[config.mk]
export PLATFORM = sky130hd
export DESIGN_NAME = disp_spi_master
export DESIGN_NICKNAME = d
export VERILOG_FILES = /design/src/rtl/dsm_pkg.sv /design/src/rtl/dsm_timer.sv /design/src/rtl/dsm_shifter.sv /design/src/rtl/dsm_fanout.sv /design/src/rtl/disp_spi_master.sv
export SDC_FILE = /design/constraint.sdc
export NUM_CORES = 1
export LEC_CHECK = 0
export ABC_AREA = 0
export BUFFER_PORTS_ARGS = -buffer_cell sky130_fd_sc_hd__buf_4
export CORE_MARGIN = 2
export CORE_UTILIZATION = 63
export CTS_CLUSTER_DIAMETER = 80
export DETAILED_ROUTE_END_ITERATION = 10
export GPL_TIMING_DRIVEN = 0
export MAX_ROUTING_LAYER = met4
export PLACE_DENSITY = 0.87
export SETUP_SLACK_MARGIN = 0.5
export SKIP_CTS_REPAIR_TIMING = 1
export SLEW_MARGIN = 20
export SYNTH_ARGS = -nofsm -noshare
export SYNTH_HDL_FRONTEND = slang
export SYNTH_SLANG_ARGS = --single-unit
[constraint.sdc]
create_clock -name clk -period 3.8 [get_ports clk]
set_clock_uncertainty 0.2 [all_clocks]
set_input_delay 0.76 -clock clk [delete_from_list [all_inputs] [get_ports clk]]
set_output_delay 0.76 -clock clk [all_outputs]
set_load 0.01 [all_outputs]
[src/rtl/dsm_pkg.sv]
package dsm_pkg;

  typedef enum logic [1:0] {
    OP_SEND  = 2'd0,
    OP_PULSE = 2'd1,
    OP_SET   = 2'd2,
    OP_NONE  = 2'd3
  } dsm_op_e;

  typedef enum logic [1:0] {
    ST_IDLE = 2'd0,
    ST_LOW  = 2'd1,
    ST_HIGH = 2'd2,
    ST_SEL  = 2'd3
  } dsm_state_e;

  // Length of one serial clock half in system clocks.
  function automatic int unsigned half_cycles(input int unsigned spd,
                                              input int unsigned base,
                                              input int unsigned step);
    return base + step * spd;
  endfunction

  // Left shift that lifts an n-bit field to the top of the word.
  function automatic int unsigned field_shift(input int unsigned width,
                                              input int unsigned nbits);
    return width - nbits;
  endfunction

endpackage

[src/rtl/dsm_timer.sv]
module dsm_timer #(
  parameter int SPD_W     = 3,
  parameter int HALF_BASE = 1,
  parameter int HALF_STEP = 4
) (
  input  logic             clk,
  input  logic             rst_n,
  input  logic             restart,
  input  logic             run,
  input  logic [SPD_W-1:0] speed,
  output logic             tick
);
  import dsm_pkg::*;

  localparam int unsigned MAX_HALF =
    half_cycles((32'd1 << SPD_W) - 32'd1, HALF_BASE, HALF_STEP);
  localparam int CW = $clog2(MAX_HALF + 1);

  logic [SPD_W-1:0] spd_q;
  logic [CW-1:0]    cnt_q;
  logic [CW-1:0]    reload_new;
  logic [CW-1:0]    reload_held;

  assign reload_new  = CW'(half_cycles(32'(speed), HALF_BASE, HALF_STEP) - 32'd1);
  assign reload_held = CW'(half_cycles(32'(spd_q), HALF_BASE, HALF_STEP) - 32'd1);

  assign tick = run && !restart && (cnt_q == '0);

  always_ff @(posedge clk or negedge rst_n) begin
    if (!rst_n) begin
      spd_q <= '0;
      cnt_q <= '0;
    end else if (restart) begin
      spd_q <= speed;
      cnt_q <= reload_new;
    end else if (run) begin
      if (cnt_q == '0) cnt_q <= reload_held;
      else             cnt_q <= cnt_q - CW'(1);
    end
  end

endmodule

[src/rtl/dsm_shifter.sv]
module dsm_shifter #(
  parameter int DATA_W = 32,
  parameter int CNT_W  = 6
) (
  input  logic              clk,
  input  logic              rst_n,
  input  logic              load,
  input  logic [DATA_W-1:0] data,
  input  logic [CNT_W-1:0]  nbits,
  input  logic              shift,
  output logic              msb,
  output logic              last
);
  import dsm_pkg::*;

  logic [DATA_W-1:0] sreg_q;
  logic [CNT_W-1:0]  left_q;

  assign msb  = sreg_q[DATA_W-1];
  assign last = (left_q == CNT_W'(1));

  always_ff @(posedge clk or negedge rst_n) begin
    if (!rst_n) begin
      sreg_q <= '0;
      left_q <= '0;
    end else if (load) begin
      sreg_q <= data << field_shift(DATA_W, 32'(nbits));
      left_q <= nbits;
    end else if (shift) begin
      sreg_q <= sreg_q << 1;
      left_q <= left_q - CNT_W'(1);
    end
  end

endmodule

[src/rtl/dsm_fanout.sv]
module dsm_fanout #(
  parameter int PINS = 6
) (
  input  logic            sig,
  input  logic            en,
  output logic [PINS-1:0] pins
);
  for (genvar p = 0; p < PINS; p++) begin : g_pin
    assign pins[p] = sig & en;
  end
endmodule

[src/rtl/disp_spi_master.sv]
module disp_spi_master #(
  parameter int DATA_W    = 32,
  parameter int CNT_W     = $clog2(DATA_W + 1),
  parameter int SPD_W     = 3,
  parameter int HALF_BASE = 1,
  parameter int HALF_STEP = 4,
  parameter int PINS      = 6
) (
  input  logic              clk,
  input  logic              rst_n,
  input  logic              cmd_valid,
  input  logic [1:0]        cmd_op,
  input  logic [DATA_W-1:0] cmd_data,
  input  logic [CNT_W-1:0]  cmd_bits,
  input  logic [SPD_W-1:0]  speed,
  input  logic [2:0]        route_en,
  input  logic [1:0]        duty_mode,
  output logic              busy,
  output logic [PINS-1:0]   pin_sck,
  output logic [PINS-1:0]   pin_ssn,
  output logic [PINS-1:0]   pin_sdo
);
  import dsm_pkg::*;

  localparam int GROUPS = 3;

  dsm_state_e state_q;
  logic       sck_q;
  logic       ssn_q;
  logic       keep_q;
  logic       sdo_q;

  // named internal events
  logic link_on;
  logic op_ok;
  logic accept_ev;
  logic half_tick;
  logic shift_ev;
  logic frame_done;
  logic shf_msb;
  logic shf_last;
  dsm_op_e op_in;

  assign op_in   = dsm_op_e'(cmd_op);
  assign link_on = (duty_mode != 2'd0);

  always_comb begin
    case (op_in)
      OP_SEND:  op_ok = (cmd_bits != '0) && (32'(cmd_bits) <= DATA_W);
      OP_PULSE: op_ok = 1'b1;
      OP_SET:   op_ok = 1'b1;
      default:  op_ok = 1'b0;
    endcase
  end

  assign accept_ev  = cmd_valid && (state_q == ST_IDLE) && link_on && op_ok;
  assign shift_ev   = (state_q == ST_HIGH) && half_tick && !shf_last;
  assign frame_done = (state_q == ST_HIGH) && half_tick && shf_last;
  assign busy       = (state_q != ST_IDLE);
  assign sdo_q      = ((state_q == ST_LOW) || (state_q == ST_HIGH)) && shf_msb;

  dsm_timer #(
    .SPD_W    (SPD_W),
    .HALF_BASE(HALF_BASE),
    .HALF_STEP(HALF_STEP)
  ) u_timer (
    .clk    (clk),
    .rst_n  (rst_n),
    .restart(accept_ev),
    .run    (busy),
    .speed  (speed),
    .tick   (half_tick)
  );

  dsm_shifter #(
    .DATA_W(DATA_W),
    .CNT_W (CNT_W)
  ) u_shift (
    .clk  (clk),
    .rst_n(rst_n),
    .load (accept_ev && (op_in == OP_SEND)),
    .data (cmd_data),
    .nbits(cmd_bits),
    .shift(shift_ev),
    .msb  (shf_msb),
    .last (shf_last)
  );

  always_ff @(posedge clk or negedge rst_n) begin
    if (!rst_n) begin
      state_q <= ST_IDLE;
      sck_q   <= 1'b0;
      ssn_q   <= 1'b0;
      keep_q  <= 1'b0;
    end else begin
      case (state_q)
        ST_IDLE: begin
          if (accept_ev) begin
            if (op_in == OP_SEND) begin
              state_q <= ST_LOW;
            end else begin
              state_q <= ST_SEL;
              ssn_q   <= 1'b1;
              keep_q  <= (op_in == OP_SET);
            end
          end
        end
        ST_LOW: begin
          if (half_tick) begin
            sck_q   <= 1'b1;
            state_q <= ST_HIGH;
          end
        end
        ST_HIGH: begin
          if (half_tick) begin
            sck_q   <= 1'b0;
            state_q <= frame_done ? ST_IDLE : ST_LOW;
          end
        end
        default: begin
          if (half_tick) begin
            ssn_q   <= keep_q;
            state_q <= ST_IDLE;
          end
        end
      endcase
    end
  end

  // Group order follows route_en: clock, select, data.
  logic [GROUPS-1:0]    grp_sig;
  logic [PINS-1:0]      grp_pins [GROUPS];

  assign grp_sig = {sdo_q, ssn_q, sck_q};

  for (genvar g = 0; g < GROUPS; g++) begin : g_group
    dsm_fanout #(.PINS(PINS)) u_fan (
      .sig (grp_sig[g]),
      .en  (route_en[g] && link_on),
      .pins(grp_pins[g])
    );
  end

  assign pin_sck = grp_pins[0];
  assign pin_ssn = grp_pins[1];
  assign pin_sdo = grp_pins[2];

endmodule

==> impl_metrics.csv, run 1 <==
group,metric,value,unit
sta,tightest_slew,0.631,ns
clock_tree,htree_levels,2,
global_routing,grt_pass1_wl,22000,um
critical_path,rrSetupSlack,0.73,ns
layout,fillers,496,
critical_path,cp_top_family,"simple AND/OR/NAND/NOR gates",
critical_path,r2r_end,"u_shift.sreg_q[18]",
logic_synthesis,netlist_instances,523,
critical_path,r2r-start,"state_q[0]",
power_and_ir_drop,power_frac_seq,0.399,
sta,relSlewSlack,0.579,
global_routing,grt_antenna_before_repair,0,
floorplan,start_util,0.658,
global_routing,grt_use_met3,0.0665,
logic_synthesis,synth_area_per_cell,8.69,um^2
placement,hpwl,10300,um
logic_synthesis,synth_enable_flop_cells,0,
logic_synthesis,ys_ff_latch,51,
global_routing,grt_pass1_vias,4466,
logic_synthesis,synth_area_leaders,"dfrtp_1, mux2i_1, mux4_2",
clock_tree,insertion_delay,0.31,ns
power_and_ir_drop,switchingPower,0.436,mW
critical_path,cp.required,3.80,ns
sta,hold_viol,0,
floorplan,core,6910,um^2
critical_path,critPathLaunchType,"input pin",
placement,place_congestion,0.952,
drt,vias,4588,
layout,num_antenna_cells,0,
drt,drt-wirelength-per-cell,19.8,um
logic_synthesis,synth.distinct_cells,57,
job,drv_cap,0,
critical_path,r2r_cells,9,
logic_synthesis,synth_top_flop_cell,"dfrtp_1",
critical_path,cp_slowest_cell,"or4b_4",
layout,final_nets,663,
critical_path,startpoint,"cmd_bits[0]",
power_and_ir_drop,power_density,249,nW/um^2
power_and_ir_drop,p_int,0.924,mW
layout,drive_above_1_share,0.293,
critical_path,crit_end,"u_shift.sreg_q[31]",
worst_hold_path,min_path_type,"in2async",
clock_tree,tritoncts,"yes",
placement,dpl-instance-area,5180,um^2
critical_path,slowest_delay,0.51,ns
sta,hold_ws,0.258,ns
drt,finalWirelength,13800,um
sta,slew_violations,0,
clock_tree,cts_sinks,51,
drt,dr.pass1.iters,5,
critical_path,crit_top_cell,"buf_4",
layout,multi_input_area,3010,um^2
clock_tree,cts.path.max_buffers,2,
critical_path,arrival,3.30,ns
power_and_ir_drop,pwr-share-clk,0.276,
logic_synthesis,yosys_warnings,0,
clock_tree,cts.clk_slew.worst_paths,0.10,ns
logic_synthesis,netlist_area,4550,um^2
placement,io_buffer_count,67,
sta,setup_slack,0.498,ns
drt,drtIter0Drc,485,
power_and_ir_drop,sw_frac_of_total,0.321,
global_routing,grt_usage,0.371,
global_routing,grt_max_degree,52,
global_routing,grt_overflow,0,
floorplan,top_level_ports,70,
logic_synthesis,ys_seq_area_frac,0.281,
critical_path,cp_max_fo,10,
critical_path,cp_num_cells,12,
power_and_ir_drop,leakage,2.49,nW
logic_synthesis,synth_nets,586,
sta,final.setup.tns,0,ns
drt,antenna_left,0,
critical_path,crit_type,"in2reg",
power_and_ir_drop,ir_drop,0.160,mV
clock_tree,cts_buffers,5,
critical_path,crit_chain,"buf_4, buf_4, buf_8, inv_1, ha_4, or4b_4, or3_4, nand4_1, or3_1, buf_2, o21ai_0, o22a_1",
clock_tree,cts-root-buf,"clkbuf_8",
layout,final_area,5460,um^2
critical_path,critPathBufInv,5,
sta,max_freq,303,MHz
logic_synthesis,yosys.area.top_type,"dfrtp_1",
sta,fin_crit,3.30,ns
layout,areaGrowthSynthToFinish,20.0,%
floorplan,die_h,89.0,um
layout,ff_latch_area,1280,um^2
drt,via_per_inst,6.59,
sta,rsz0062_at_grt,"yes",
logic_synthesis,yosys.area.top_type_share,0.281,
sta,finalSetupViolCount,0,
drt,drc_errors,0,
floorplan,die_area,7910,um^2
floorplan,rows,30,
global_routing,met2_usage,0.637,
sta,post-route-period-util,0.869,
global_routing,busiest_layer,"met2",
placement,place_ws,-0.293,ns
layout,layout_commonest_cell,"buf_4",
outcome,status,"finished clean",
power_and_ir_drop,power_frac_comb,0.325,
global_routing,grtUsageMet1,0.444,
logic_synthesis,async_flop_share,1.00,
critical_path,critPathCaptureType,"register",
layout,final_cell_mix,"buf_4, o21ai_0, dfrtp_1, nor2_1, mux2i_1",
floorplan,die_w,89.0,um
==> layer usage <==
metal | part of all wire | vias up
met1 | 0.38 | 2171
met2 | 0.48 | 286
li1 | - | 2067
met5 | 0 | -
met4 | 0.041 | 0
met3 | 0.095 | 64
==> worst min path at each step <==
stage	start	end	slack, ns
CTS	rst_n	state_q[0]	0.29
floorplan	u_shift.sreg_q[0]	u_shift.sreg_q[0]	0.24
detailed placement	u_shift.sreg_q[8]	u_shift.sreg_q[8]	0.27
global route	u_shift.sreg_q[8]	u_shift.sreg_q[8]	0.31
finish	rst_n	u_timer.spd_q[2]	0.26
global placement	u_shift.sreg_q[13]	u_shift.sreg_q[13]	0.27
==> state kept, by name, indices dropped and copies added (netlist names) <==
| name | count |
|---|---|
| u_shift.sreg_q | 32 |
| u_shift.left_q | 6 |
| u_timer.cnt_q | 5 |
| u_timer.spd_q | 3 |
| state_q | 2 |
| keep_q | 1 |
| sck_q | 1 |
| ssn_q | 1 |
==> cells by family (layout without fill, tap and decap cells) <==
family | Yosys count | in the layout | synth area share
compound gates | 146 | 146 | 0.200
xor+xnor | 9 | 9 | 0.0173
fa+ha+maj | 12 | 12 | 0.0330
buf+inv | 72 | 149 | 0.0804
flops | 51 | 51 | 0.281
mux | 80 | 80 | 0.223
simple gates | 153 | 153 | 0.166
==> power by group through the flow <==
stage | clock (mW) | combinational, mW | sequential [mW]
floorplan | 0 | 0.257 | 0.553
global placement | 0 | 0.390 | 0.553
detailed placement | 0 | 0.399 | 0.553
CTS | 0.371 | 0.400 | 0.542
global route | 0.391 | 0.467 | 0.542
finish | 0.376 | 0.442 | 0.542
==> cell type report <==
cell class	instances	area share
buffer	55	0.0642
clock buffer	5	0.0126
clock inverter	2	0.00688
inverter	17	0.0131
multi-input combinational	400	0.551
sequential	51	0.234
tap	96	0.0220
timing repair buffer	70	0.0963
==> through the flow <==
step,std cells,power (mW),utilization
detailed placement,686,0.952,0.751
CTS,693,1.31,0.766
global route,696,1.40,0.790
finish,696,1.36,0.790
floorplan,523,0.810,-
global placement,686,0.943,0.751
==> Yosys cell counts (11+ instances only) <==
master / count
o21ai_0: 59
dfrtp_1: 51
mux2i_1: 46
nor2_1: 45
nand2_1: 39
a21oi_1: 30
clkbuf_1: 24
mux2_2: 19
buf_4: 18
inv_1: 16
mux4_2: 15
nand3_1: 13
ha_1: 12
nor3_1: 11
Note: power is estimated with default switching activity, not from simulation.
==> run 2: changes to the inputs <==
CTS_BUF_LIST = sky130_fd_sc_hd__clkbuf_16   (was not set)
==> run 2 against run 1 <==
Net effect:
- global-route usage up 0.12 points
- first-iteration DRC count up 7.6%
- count of clock-buffer cells in the layout unchanged
- cell area up 1.2%
- non-clock buffer count unchanged
- critical path type unchanged
- sequential power about the same
==> impl_metrics.csv, run 2 (synthesized netlist as in run 1, its figures left out) <==
group,metric,value,unit
sta,post-route-period-util,0.868,
drt,vias,4678,
sta,tightest_slew,0.647,ns
drt,finalWirelength,14000,um
global_routing,met2_usage,0.634,
critical_path,startpoint,"cmd_bits[0]",
drt,dr.pass1.iters,7,
drt,drtIter0Drc,522,
layout,drive_above_1_share,0.297,
sta,fin_crit,3.30,ns
global_routing,busiest_layer,"met2",
floorplan,start_util,0.658,
sta,relSlewSlack,0.565,
sta,max_freq,303,MHz
sta,final.setup.tns,0,ns
floorplan,die_area,7910,um^2
sta,hold_ws,0.288,ns
layout,regMostFlops,"u_shift.sreg_q",
global_routing,grt_usage,0.372,
critical_path,critPathLaunchType,"input pin",
critical_path,critPathCaptureType,"register",
critical_path,cp_slowest_cell,"or4b_1",
clock_tree,htree_levels,2,
layout,areaGrowthSynthToFinish,21.5,%
sta,hold_viol,0,
floorplan,rows,30,
layout,top_regs,"u_shift.sreg_q (32), u_shift.left_q (6), u_timer.cnt_q (5)",
sta,finalSetupViolCount,0,
clock_tree,insertion_delay,0.29,ns
layout,ff_latch_area,1280,um^2
drt,via_per_inst,6.72,
drt,drt-wirelength-per-cell,20.1,um
drt,antenna_left,0,
layout,num_antenna_cells,0,
clock_tree,tritoncts,"yes",
global_routing,grt_use_met3,0.0683,
global_routing,grt_overflow,0,
placement,hpwl,10300,um
global_routing,grt_pass1_wl,22100,um
clock_tree,cts_buffers,5,
sta,slew_violations,0,
power_and_ir_drop,ir_drop,0.221,mV
outcome,status,"finished clean",
sta,rsz0062_at_grt,"no",
placement,dp_cells,686,
global_routing,grt_max_degree,52,
critical_path,crit_top_cell,"buf_4",
clock_tree,cts-root-buf,"clkbuf_16",
job,drv_cap,0,
global_routing,grt_pass1_vias,4463,
layout,largest_reg_flops,32,
worst_hold_path,min_path_type,"in2async",
floorplan,core,6910,um^2
critical_path,cp.required,3.81,ns
layout,layout_commonest_cell,"buf_4",
placement,place_congestion,0.952,
floorplan,die_h,89.0,um
clock_tree,cts.clk_slew.worst_paths,0.07,ns
critical_path,crit_type,"in2reg",
critical_path,critPathBufInv,5,
critical_path,crit_chain,"buf_4, buf_4, buf_8, inv_2, ha_4, nor3b_1, xor2_1, clkbuf_2, or4b_1, a21o_1, a21oi_1",
layout,fillers,484,
layout,final_cell_mix,"buf_4, o21ai_0, dfrtp_1, nor2_1, mux2i_1",
critical_path,slowest_delay,0.45,ns
floorplan,top_level_ports,70,
critical_path,cp_max_fo,10,
power_and_ir_drop,power_density,269,nW/um^2
global_routing,grtUsageMet1,0.448,
critical_path,arrival,3.31,ns
layout,instances_no_fill,696,
power_and_ir_drop,leakage,2.52,nW
layout,final_nets,663,
clock_tree,cts_sinks,51,
critical_path,r2r-start,"state_q[0]",
critical_path,cp_top_family,"buffers and inverters",
placement,io_buffer_count,67,
floorplan,die_w,89.0,um
global_routing,grt_antenna_before_repair,0,
layout,multi_input_area,3010,um^2
drt,drc_errors,0,
clock_tree,cts.path.max_buffers,2,
[run 2: changes by cell type in the layout (fill, tap and decap cells not counted), sizes merged]
cell    before  now
clkinv       0    1
clkbuf      29   28
inv         17   16
buf        101  102
[run 2: worst register-to-register path: cells and delay by family, from the launching register on]
family | cells | cell delay, ns
flops | 1 | 0.43
buf+inv | 3 | 0.58
fa+ha+maj | 1 | 0.19
compound gates | 3 | 0.71
simple gates | 2 | 0.82
[run 2: cell type report]
class | instances | area share
inverter | 17 | 0.0125
sequential | 51 | 0.231
buffer | 55 | 0.0650
clock buffer | 5 | 0.0227
tap | 96 | 0.0217
timing repair buffer | 70 | 0.0952
clock inverter | 2 | 0.00680
multi-input combinational | 400 | 0.545
[run 2: path summary, 6_finish.rpt]
kind | to | cells past startpoint | slack [ns]
setup reg to reg | u_shift.sreg_q[18] | 9 | 0.75
max in group asynchronous | u_shift.sreg_q[18] | 1 | 2.68
hold / removal | state_q[0] | 1 | 0.29
hold reg to reg | u_shift.sreg_q[8] | 1 | 0.29
min in group clk | u_shift.sreg_q[8] | 1 | 0.29
setup / recovery | u_shift.sreg_q[20] | 11 | 0.50
[run 2: stage by stage]
| stage | setup WS (ns) | cell area, um^2 | utilization | power, mW |
|---|---|---|---|---|
| 5_1_grt | 0.430 | 5520 | 0.800 | 1.53 |
| 6_report | 0.500 | 5520 | 0.800 | 1.49 |
| 3_5_place_dp | -0.293 | 5180 | 0.751 | 0.952 |
| 3_3_place_gp | -0.272 | 5180 | 0.751 | 0.943 |
| 2_1_floorplan | 0.507 | 4560 | - | 0.810 |
| 4_1_cts | -0.0148 | 5350 | 0.774 | 1.44 |
[run 2: report_power, final]
part | leakage [nW] | switching [mW] | internal (mW)
clock network | 0.0759 | 0.193 | 0.307
registers | 0.651 | 0 | 0.543
logic | 1.79 | 0.255 | 0.190
total | 2.52 | 0.447 | 1.04
[run 2: per-layer routing]
metal	part of all wire	vias to the layer above
met5	0	-
met4	0.046	0
met3	0.091	76
met2	0.48	308
met1	0.38	2228
li1	-	2066
